### src/rtl/ptm_pkg.sv
// Package: shared register selector and control-bit positions for the
// prescaled timer. Assumes a word-aligned register port with four registers.
package ptm_pkg;

    // Register selected by address bits [3:2]
    typedef enum logic [1:0] {
        SEL_FLAGS = 2'd0,
        SEL_CTRL  = 2'd1,
        SEL_COUNT = 2'd2,
        SEL_LIMIT = 2'd3
    } reg_sel_e;

    // Control word bit positions
    localparam int CTRL_EN_BIT  = 0;
    localparam int CTRL_CLR_BIT = 1;
    localparam int CTRL_USED_W  = 2;

endpackage

### src/rtl/ptm_bus_port.sv
// Module: ptm_bus_port
// Decodes register requests into write strobes and returns registered read
// data with a one-cycle acknowledge.
// Assumes AW >= 4 and word-aligned offsets. Address bits above bit 3 must be
// zero for a hit. Unused and reserved bits read as zero.
module ptm_bus_port
    import ptm_pkg::*;
#(
    parameter int DW   = 32,
    parameter int AW   = 4,
    parameter int NCAP = 4
) (
    input  logic            clk,
    input  logic            rst_n,
    input  logic            bus_req,
    input  logic            bus_we,
    input  logic [AW-1:0]   bus_addr,
    output logic [DW-1:0]   bus_rdata,
    output logic            bus_ack,
    output logic            wr_flags,
    output logic            wr_ctrl,
    output logic            wr_count,
    output logic            wr_limit,
    input  logic [NCAP-1:0] flags_q,
    input  logic            ctrl_en,
    input  logic            ctrl_clr,
    input  logic [DW-1:0]   count_q,
    input  logic [DW-1:0]   limit_q
);

    localparam int SEL_LSB = 2;
    localparam int SEL_W   = 2;
    localparam int HI_LSB  = SEL_LSB + SEL_W;
    localparam int HI_W    = AW - HI_LSB;

    logic           hi_ok;
    logic           hit;
    reg_sel_e       sel;
    logic [DW-1:0]  rd_val;

    // Upper address bits must be zero when present
    generate
        if (HI_W > 0) begin : g_hi
            assign hi_ok = (bus_addr[AW-1:HI_LSB] == '0);
        end else begin : g_nohi
            assign hi_ok = 1'b1;
        end
    endgenerate

    assign hit = hi_ok && (bus_addr[SEL_LSB-1:0] == '0);
    assign sel = reg_sel_e'(bus_addr[HI_LSB-1:SEL_LSB]);

    // Write strobe decode, one strobe per register
    always_comb begin
        wr_flags = 1'b0;
        wr_ctrl  = 1'b0;
        wr_count = 1'b0;
        wr_limit = 1'b0;
        if (bus_req && bus_we && hit) begin
            case (sel)
                SEL_FLAGS: wr_flags = 1'b1;
                SEL_CTRL:  wr_ctrl  = 1'b1;
                SEL_COUNT: wr_count = 1'b1;
                SEL_LIMIT: wr_limit = 1'b1;
                default:   wr_flags = 1'b0;
            endcase
        end
    end

    // Read multiplexer with zero-filled reserved bits
    always_comb begin
        rd_val = '0;
        case (sel)
            SEL_FLAGS: rd_val[NCAP-1:0] = flags_q;
            SEL_CTRL: begin
                rd_val[CTRL_EN_BIT]  = ctrl_en;
                rd_val[CTRL_CLR_BIT] = ctrl_clr;
            end
            SEL_COUNT: rd_val = count_q;
            SEL_LIMIT: rd_val = limit_q;
            default:   rd_val = '0;
        endcase
    end

    // Registered read data and acknowledge
    always_ff @(posedge clk) begin
        if (!rst_n) begin
            bus_rdata <= '0;
            bus_ack   <= 1'b0;
        end else begin
            bus_ack <= bus_req;
            if (bus_req && !bus_we) begin
                bus_rdata <= hit ? rd_val : '0;
            end
        end
    end

endmodule

### src/rtl/ptm_ctrl_regs.sv
// Module: ptm_ctrl_regs
// Holds the control word (enable, clear), the prescale limit and the sticky
// capture flags. A flag is cleared by writing one to its bit. A capture event
// in the same cycle keeps the flag set.
// Assumes cap_evt is already synchronous to clk.
module ptm_ctrl_regs
    import ptm_pkg::*;
#(
    parameter int DW   = 32,
    parameter int NCAP = 4
) (
    input  logic            clk,
    input  logic            rst_n,
    input  logic            wr_flags,
    input  logic            wr_ctrl,
    input  logic            wr_limit,
    input  logic [DW-1:0]   wdata,
    input  logic [NCAP-1:0] cap_evt,
    output logic            ctrl_en,
    output logic            ctrl_clr,
    output logic [DW-1:0]   limit_q,
    output logic [NCAP-1:0] flags_q
);

    // Control word: only the two defined bits are stored
    always_ff @(posedge clk) begin
        if (!rst_n) begin
            ctrl_en  <= 1'b0;
            ctrl_clr <= 1'b0;
        end else if (wr_ctrl) begin
            ctrl_en  <= wdata[CTRL_EN_BIT];
            ctrl_clr <= wdata[CTRL_CLR_BIT];
        end
    end

    // Prescale limit register
    always_ff @(posedge clk) begin
        if (!rst_n) begin
            limit_q <= '0;
        end else if (wr_limit) begin
            limit_q <= wdata;
        end
    end

    // One sticky flag per capture channel
    generate
        for (genvar i = 0; i < NCAP; i++) begin : g_flag
            // Event sets, write-one clears, event has priority
            always_ff @(posedge clk) begin
                if (!rst_n) begin
                    flags_q[i] <= 1'b0;
                end else if (cap_evt[i]) begin
                    flags_q[i] <= 1'b1;
                end else if (wr_flags && wdata[i]) begin
                    flags_q[i] <= 1'b0;
                end
            end
        end
    endgenerate

endmodule

### src/rtl/ptm_prescaler.sv
// Module: ptm_prescaler
// Counts enabled cycles from zero up to the limit and raises a one-cycle
// tick on the terminal cycle. A count at or above the limit is terminal, so
// lowering the limit below the running count wraps on the next enabled cycle.
// Assumes clr has priority over run.
module ptm_prescaler #(
    parameter int DW = 32
) (
    input  logic          clk,
    input  logic          rst_n,
    input  logic          run,
    input  logic          clr,
    input  logic [DW-1:0] limit_q,
    output logic [DW-1:0] pc_q,
    output logic          tick
);

    logic at_end;

    assign at_end = (pc_q >= limit_q);
    assign tick   = run && at_end;

    // Prescale count: clear, wrap on terminal, else step
    always_ff @(posedge clk) begin
        if (!rst_n) begin
            pc_q <= '0;
        end else if (clr) begin
            pc_q <= '0;
        end else if (run) begin
            pc_q <= at_end ? '0 : pc_q + 1'b1;
        end
    end

endmodule

### src/rtl/ptm_counter.sv
// Module: ptm_counter
// Main count: cleared while clr is high, loaded by software, else advanced
// by one per prescale tick with natural rollover.
// Priority: clear, then load, then tick.
module ptm_counter #(
    parameter int DW = 32
) (
    input  logic          clk,
    input  logic          rst_n,
    input  logic          clr,
    input  logic          load,
    input  logic [DW-1:0] load_val,
    input  logic          tick,
    output logic [DW-1:0] count_q
);

    // Main count update
    always_ff @(posedge clk) begin
        if (!rst_n) begin
            count_q <= '0;
        end else if (clr) begin
            count_q <= '0;
        end else if (load) begin
            count_q <= load_val;
        end else if (tick) begin
            count_q <= count_q + 1'b1;
        end
    end

endmodule

### src/rtl/prescaled_timer.sv
// Module: prescaled_timer (top)
// Ties the register port, the control registers, the prescaler and the main
// count together. The enable bit gates both counters. The clear bit
// overrides them. irq is the OR of all capture flags.
// Assumes a single clock domain and synchronous active-low reset.
module prescaled_timer #(
    parameter int DW   = 32,
    parameter int AW   = 4,
    parameter int NCAP = 4
) (
    input  logic            clk,
    input  logic            rst_n,
    input  logic            bus_req,
    input  logic            bus_we,
    input  logic [AW-1:0]   bus_addr,
    input  logic [DW-1:0]   bus_wdata,
    output logic [DW-1:0]   bus_rdata,
    output logic            bus_ack,
    input  logic [NCAP-1:0] cap_evt,
    output logic            irq
);

    logic            wr_flags;
    logic            wr_ctrl;
    logic            wr_count;
    logic            wr_limit;
    logic            ctrl_en;
    logic            ctrl_clr;
    logic [DW-1:0]   limit_q;
    logic [NCAP-1:0] flags_q;
    logic [DW-1:0]   pc_q;
    logic            tick;
    logic            run;
    logic [DW-1:0]   count_q;

    assign run = ctrl_en && !ctrl_clr;
    assign irq = |flags_q;

    ptm_bus_port #(.DW(DW), .AW(AW), .NCAP(NCAP)) u_port (
        .clk      (clk),
        .rst_n    (rst_n),
        .bus_req  (bus_req),
        .bus_we   (bus_we),
        .bus_addr (bus_addr),
        .bus_rdata(bus_rdata),
        .bus_ack  (bus_ack),
        .wr_flags (wr_flags),
        .wr_ctrl  (wr_ctrl),
        .wr_count (wr_count),
        .wr_limit (wr_limit),
        .flags_q  (flags_q),
        .ctrl_en  (ctrl_en),
        .ctrl_clr (ctrl_clr),
        .count_q  (count_q),
        .limit_q  (limit_q)
    );

    ptm_ctrl_regs #(.DW(DW), .NCAP(NCAP)) u_regs (
        .clk     (clk),
        .rst_n   (rst_n),
        .wr_flags(wr_flags),
        .wr_ctrl (wr_ctrl),
        .wr_limit(wr_limit),
        .wdata   (bus_wdata),
        .cap_evt (cap_evt),
        .ctrl_en (ctrl_en),
        .ctrl_clr(ctrl_clr),
        .limit_q (limit_q),
        .flags_q (flags_q)
    );

    ptm_prescaler #(.DW(DW)) u_pre (
        .clk    (clk),
        .rst_n  (rst_n),
        .run    (run),
        .clr    (ctrl_clr),
        .limit_q(limit_q),
        .pc_q   (pc_q),
        .tick   (tick)
    );

    ptm_counter #(.DW(DW)) u_cnt (
        .clk     (clk),
        .rst_n   (rst_n),
        .clr     (ctrl_clr),
        .load    (wr_count),
        .load_val(bus_wdata),
        .tick    (tick),
        .count_q (count_q)
    );

endmodule

### config.mk
export PLATFORM = sky130hd
export DESIGN_NAME = prescaled_timer
export DESIGN_NICKNAME = d
export VERILOG_FILES = /design/src/rtl/ptm_pkg.sv /design/src/rtl/ptm_bus_port.sv /design/src/rtl/ptm_ctrl_regs.sv /design/src/rtl/ptm_prescaler.sv /design/src/rtl/ptm_counter.sv /design/src/rtl/prescaled_timer.sv
export SDC_FILE = /design/constraint.sdc
export NUM_CORES = 1
export LEC_CHECK = 0
export BUFFER_PORTS_ARGS = -buffer_cell sky130_fd_sc_hd__buf_4
export CAP_MARGIN = 20
export CORE_MARGIN = 1.5
export CORE_UTILIZATION = 45
export DETAILED_ROUTE_END_ITERATION = 8
export GPL_ROUTABILITY_DRIVEN = 0
export HOLD_SLACK_MARGIN = 0.12
export PLACE_DENSITY = 0.69
export SLEW_MARGIN = 20
export SYNTH_ARGS = -nofsm -noshare
export SYNTH_HDL_FRONTEND = slang
export SYNTH_SLANG_ARGS = --single-unit
export TNS_END_PERCENT = 5
### constraint.sdc
create_clock -name clk -period 3.24 [get_ports clk]
set_input_delay 0.486 -clock clk [delete_from_list [all_inputs] [get_ports clk]]
set_output_delay 0.486 -clock clk [all_outputs]
set_load 0.01 [all_outputs]
==> impl_results.md, run 1 <==
* Status: completed
* FFs w/ async S/R, synth at 0%
* Yosys reg bits at 135
* Final ANT Viol Nets at 0
* LEAKAGE at around 3.3 nW
* Die height at 128.4 um
* CTS H-tree lvls at 4
* Startpoint types: register
* Clock Tree Buf Depth at 2
* Clk slew on worst S/H paths at ~60 ps
* Final setup vio count at 0
* Worst Path Required at approximately 3500 ps
* Layout Utilization at between 50% and 60%
* Max_cap viols at 0
* # clock sinks at between 100 and 150
* Sequential cell area fraction in the yosys report at roughly two fifths
* Mean post-synth cell area at around 8 um^2
* Horiz. Die Dim at around 130 um
* Tmin final at 2870 ps
* Final Skew at 7.612 ps
* Final Slew Violations at 0
* HPWL Detailed at about 13,000 um
* Setup TNS at 0 ps
* Post-synth EDFFs at 0
* DR vias/cell at 5.330
* Area contributors post-synth: dfxtp_1 38%, nand2_1 8.3%, ha_1 6.0%, mux2i_1 5.1%, o21ai_0 4.4%
* Hold buffers post-CTS at 0
* Detailed-router iteration count before antenna repair at 5
* Initial Utilization at 46.34%
* Final nets at 1,004
* CTS Buf Count at 17
* Initial antenna violation count at 0
* Critical-path maximum fanout at 20
* Max Freq at about 350 MHz
* Cell area after synthesis at between 0.007 and 0.008 mm^2
* Later-pin clock latency in the skew report at approximately 430 ps
* Residual DRC count at 0
* Largest net degree at the start of global routing at 56
* Worst slew margin at a little under two fifths
* Type of the worst setup path: register to register
* Synth top area share at roughly two fifths
* Die area at ~0.016 mm^2
* Ports at 78
* TritonCTS clock tree: yes
* Unrepaired setup endpoints after global routing: false
* Layout cell share with drive strength beyond 1 at 14.91%
* Period utilisation layout at 88.59%
* # rows at between 40 and 50
* Core Area at between 0.015 and 0.02 mm^2
* CTS root buf: clkbuf_16
* Worst-Margin Slew at approximately 940 ps
* Syn Inst Count at 861
* Worst hold-check path type: input port to register
* Top_reg_cell synth: dfxtp_1
* Gr usage total at ~23%
* Worst IR Drop VDD at 0.3340 mV
* Drt total wl at 18,140 um
* Mapped Nets at between 900 and 1k
* Area Overhead vs Synth at 19.77%
* PwrDens at slightly below 500 mW/mm^2
* Distinct cells, synth at 53
* Number of diodes at 0
* Crit end category: register
* Number of port buffers at between 70 and 80
* Number of global-route vias before repair at roughly 5.6k
* Cts repair resizes at 0
* First-pass GRT wire length at approximately 29,000 um
* Syn. warnings at 0
* Post-CTS Setup Inserts at 0
* Synth area leader: dfxtp_1
* GRT overflow at 0
* CP Data Arrival Time at around 3200 ps
* Average wire per standard cell at between 15 and 20 um
* Final Hold Viols at 0
* First DRT Iteration DRCs at roughly 410
* Vias at about 6k
==> state kept, by name, indices dropped and copies added (netlist names) <==
register	count
u_regs.limit_q	32
u_regs.ctrl_en	1
u_regs.flags_q	4
u_pre.pc_q	32
u_cnt.count_q	32
u_port.bus_rdata	32
u_port.bus_ack	1
u_regs.ctrl_clr	1
==> layout by cell type, fill, tap and decap left out, types with 4 or more instances in the layout <==
cell type,count
nand2_1,156
dfxtp_1,135
buf_4,92
o21ai_0,62
nor2_1,49
inv_1,38
mux2i_1,36
a21boi_0,35
xor2_1,35
ha_1,34
a21oi_1,30
and2_1,30
nand3_1,28
and3_1,17
clkbuf_16,17
nor2b_1,13
nand4_1,12
o211ai_1,10
or4_1,8
nor3_1,8
xnor2_1,7
nand2b_1,6
a31oi_1,6
and4_1,6
o2111ai_1,6
o22ai_1,6
nor4_1,5
a22oi_1,5
bufinv_16,4
==> logic make-up after synthesis <==
logic type	synth area share (%)
simple gates	24.74
compound gates	15.17
flops	38.22
buf+inv	4.919
xor+xnor	5.203
mux	5.734
fa+ha+maj	6.017
==> per-stage QoR <==
| step | cell area, um^2 | hold slack [ps] | std cells | setup WS [ps] | total power [mW] |
|---|---|---|---|---|---|
| 6_report | 8468 | 262.0 | 1150 | 369.8 | 4.077 |
| 2_1_floorplan | 7071 | 443.5 | 861 | 851.7 | 1.901 |
| 3_3_place_gp | 7828 | 451.7 | 1118 | 410.6 | 2.009 |
| 3_5_place_dp | 7828 | 467.5 | 1118 | 343.5 | 2.010 |
| 5_1_grt | 8468 | 268.2 | 1150 | 62.64 | 4.210 |
| 4_1_cts | 8468 | 249.8 | 1150 | 332.9 | 4.101 |
==> cell type report <==
cell class	instances	area, um^2
Tap cell	211	264.0
Inverter	38	142.6
Fill cell	1460	6790
Sequential cell	135	2703
Timing Repair Buffer	92	690.7
Clock inverter	11	170.2
Multi-Input combinational cell	642	4028
Clock buffer	21	470.5
==> power breakdown <==
| group | leakage, nW | switching (mW) | internal [mW] |
|---|---|---|---|
| Combinational | 1.87 | 0.128 | 0.108 |
| Clock | 0.306 | 0.752 | 1.35 |
| Sequential | 1.09 | 0.0446 | 1.70 |
| Total | 3.27 | 0.925 | 3.15 |
==> final timing paths <==
check	start	end	slack [ps]	cells past startpoint
hold reg to reg	u_regs.limit_q[3]$_SDFFE_PN0P_	u_regs.limit_q[3]$_SDFFE_PN0P_	480	2
setup / recovery	u_regs.limit_q[29]$_SDFFE_PN0P_	u_cnt.count_q[25]$_SDFFE_PP0P_	370	10
setup reg to reg	u_regs.limit_q[29]$_SDFFE_PN0P_	u_cnt.count_q[25]$_SDFFE_PP0P_	370	10
hold / removal	bus_wdata[9]	u_cnt.count_q[9]$_SDFFE_PP0P_	260	3
==> critical path: stages, from the launching register on <==
cell      delay (ps)
dfxtp_1          370
inv_1             60
ha_1             290
nand4_1          210
nor4_1           540
nand2_1          100
a21oi_1          130
buf_4            260
o211ai_1         260
o311ai_0         380
o211ai_1         130
==> cells in the mapped netlist, types with 2 or more instances <==
cell,n
a21boi_0,35
a21oi_1,30
a22oi_1,5
a31oi_1,6
a32oi_1,2
and2_1,30
and3_1,17
and4_1,6
buf_1,2
buf_2,7
buf_6,3
clkbuf_1,33
dfxtp_1,135
ha_1,34
inv_1,38
mux2i_1,36
mux4_2,2
nand2_1,156
nand2b_1,6
nand3_1,28
nand4_1,12
nor2_1,50
nor2b_1,13
nor3_1,8
nor3_2,2
nor4_1,5
nor4b_1,2
o2111ai_1,6
o211ai_1,10
o21ai_0,62
o22ai_1,6
o311ai_0,3
or2_2,2
or3_1,3
or4_1,8
xnor2_1,7
xor2_1,35
==> per-layer routing <==
layer,track usage (%),routed length [um]
met1,32.67,8876
met2,35.14,7984
met3,4.782,980
met4,7.733,300
met5,0,0
Power figures use the tool's default switching activity.
==> run 2, diff against run 1 <==
==> constraint.sdc (replaced) <==
create_clock -name clk -period 3.24 [get_ports clk]
set_input_delay 0 -clock clk [delete_from_list [all_inputs] [get_ports clk]]
set_output_delay 0 -clock clk [all_outputs]
set_load 0.01 [all_outputs]
==> run 2 against run 1 <==
  * Global-route usage increased by 0.92 points
  * Fmax increased by 0.89%
  * Register-to-register slack improved by 30 ps
  * Clock skew about the same
  * Largest power group unchanged
  * Critical path type unchanged
  * Power decreased by 5.1%
  * Clock-buffer cell count increased by 6
  * Critical endpoint is now u_cnt.count_q[29]$_SDFFE_PP0P_
==> impl_results.md, run 2 (synthesized netlist as in run 1, its figures left out) <==
* Status: completed (unchanged)
* Worst setup margin at 395.2 ps (was 369.8 ps)
* Max Freq at 351.5 MHz (was 348.4 MHz)
* Final Slew Violations at 0 (unchanged)
* DP Worst Slack at 440.3 ps (was 343.5 ps)
* Most common cell after layout, fill and taps aside: nand2_1 (unchanged)
* Critical-path maximum fanout at 20 (unchanged)
* Crit end category: register (unchanged)
* Setup TNS at 0 ps (unchanged)
* Average wire per standard cell at 15.75 um (was 15.78 um)
* Area Overhead vs Synth at 24.62% (was 19.77%)
* Unrepaired setup endpoints after global routing: false (unchanged)
* Startpoint types: register (unchanged)
* Initial Utilization at 46.34% (unchanged)
* Ports at 78 (unchanged)
* Number of global-route vias before repair at 5,903 (was 5,586)
* CTS root buf: clkbuf_16 (unchanged)
* Tmin final at 2845 ps (was 2870 ps)
* FILL cells at 1,401 (was 1,460)
* Number of diodes at 0 (unchanged)
* Cts repair resizes at 0 (unchanged)
* Layout cell share with drive strength beyond 1 at 13.28% (was 14.91%)
* Core Area at 0.01526 mm^2 (unchanged)
* TritonCTS clock tree: yes (unchanged)
* Number of port buffers at 77 (unchanged)
* Largest net degree at the start of global routing at 70 (was 56)
* Final nets at 1,046 (was 1,004)
* Top Metal Used: met5 (was met4)
* HPWL Detailed at 12,680 um (was 13,080 um)
* Hold buffers post-CTS at 46 (was 0)
* Worst IR Drop VDD at 0.3740 mV (was 0.3340 mV)
* CP Data Arrival Time at 3220 ps (was 3170 ps)
* DR vias/cell at 5.292 (was 5.330)
* GRT overflow at 0 (unchanged)
* Die area at 0.01647 mm^2 (unchanged)
* LEAKAGE at 3.408 nW (was 3.265 nW)
* Clk slew on worst S/H paths at 60 ps (about the same)
* Worst Path Required at 3610 ps (was 3540 ps)
* Clock Tree Buf Depth at 2 (unchanged)
* Gr usage total at 23.99% (was 23.07%)
* Type of the worst setup path: register to register (unchanged)
* CTS H-tree lvls at 4 (unchanged)
* Detailed-router iteration count before antenna repair at 5 (unchanged)
* Residual DRC count at 0 (unchanged)
* Period utilisation layout at 87.80% (was 88.59%)
* Final Skew at 7.406 ps (was 7.612 ps)
* Final cell count without fillers at 1,190 (was 1,150)
* Worst hold-check path type: input port to register (unchanged)
* Met2 Wirelength at 8189 um (was 7984 um)
* Final Hold Viols at 0 (unchanged)
* Max_cap viols at 0 (unchanged)
* Final ANT Viol Nets at 0 (unchanged)
* Initial antenna violation count at 1 (was 0)
* PwrDens at 438.9 mW/mm^2 (was 481.5 mW/mm^2)
* # rows at 45 (unchanged)
* First-pass GRT wire length at 30,730 um (was 29,490 um)
* Design Power at 3.868 mW (was 4.077 mW)
* R2R Setup Slk at 400 ps (was 370 ps)
* Horiz. Die Dim at 128.4 um (unchanged)
* Final setup vio count at 0 (unchanged)
* CTS Buf Count at 17 (unchanged)
* First DRT Iteration DRCs at 393 (was 405)
* Later-pin clock latency in the skew report at 430 ps (about the same)
* Worst-Margin Slew at 938.4 ps (was 936.8 ps)
* Die height at 128.4 um (unchanged)
* Metal-1 WL at 9034 um (was 8876 um)
* Worst slew margin at 37.29% (was 37.39%)
* Dpl cells at 1,114 (was 1,118)
* Post-CTS Setup Inserts at 0 (unchanged)
* Most frequent cells in the layout: 156 x nand2_1, 135 x dfxtp_1, 88 x buf_4, 62 x o21ai_0, 49 x nor2_1 (was 156 x nand2_1, 135 x dfxtp_1, 92 x buf_4, 62 x o21ai_0, 49 x nor2_1)
* Vias at 6,298 (was 6,129)
* Drt total wl at 18,740 um (was 18,140 um)
* WL met3 at 1030 um (was 980 um)
* # clock sinks at 135 (unchanged)
## run 2: cell types whose count changed in the layout (fill, tap and decap cells not counted), sizes merged
| cell | before | now |
|---|---|---|
| bufinv | 4 | 1 |
| buf | 92 | 88 |
| clkinv | 3 | 2 |
| clkinvlp | 3 | 0 |
| dlygate4sd3 | 0 | 46 |
| inv | 39 | 38 |
| clkbuf | 21 | 27 |
## run 2: critical path, cell delays in order, from the launching register on
cell      delay (ps)
dfxtp_1          350
inv_1             70
ha_1             280
nand4_1          190
nor4_1           510
nand2_1          100
a21oi_1          130
buf_4            260
o211ai_1         290
or4_1            510
nand3_1           90
## run 2: power by group
part,internal (mW),switching (mW)
sequential,1.70,0.0455
clock,1.15,0.698
combinational,0.144,0.138
total,2.99,0.882
## run 2: final timing paths
kind,startpoint,to,cells past startpoint
max,u_regs.limit_q[28]$_SDFFE_PN0P_,u_cnt.count_q[29]$_SDFFE_PP0P_,10
min reg2reg,u_regs.limit_q[3]$_SDFFE_PN0P_,u_regs.limit_q[3]$_SDFFE_PN0P_,2
min,bus_addr[2],u_port.bus_rdata[3]$_SDFFE_PN0P_,4
max reg2reg,u_regs.limit_q[28]$_SDFFE_PN0P_,u_cnt.count_q[29]$_SDFFE_PP0P_,10
## run 2: through the flow
step / util (%) / hold WS (ps) / instance area, um^2
finish: 57.75 / 304.4 / 8811
global route: 57.75 / 341.6 / 8811
CTS: 57.75 / 295.9 / 8811
detailed placement: 51.10 / 217.9 / 7797
global placement: 51.10 / 210.4 / 7797
floorplan: - / 108.6 / 7071
## run 2: cell type report
type / count / area, um^2 / share of cell area (%)
clock buffer: 27 / 513.0 / 5.822
sequential: 135 / 2703 / 30.67
inverter: 38 / 142.6 / 1.619
timing repair buffer: 134 / 1121 / 12.72
multi-input combinational: 642 / 4028 / 45.71
clock inverter: 3 / 40.04 / 0.4544
tap: 211 / 264.0 / 2.996
## run 2: layer usage
| metal | vias up | GRT usage [%] |
|---|---|---|
| li1 | 3192 | - |
| met1 | 2872 | 33.39 |
| met2 | 191 | 36.50 |
| met3 | 41 | 5.156 |
| met4 | 2 | 9.253 |
| met5 | - | 0 |
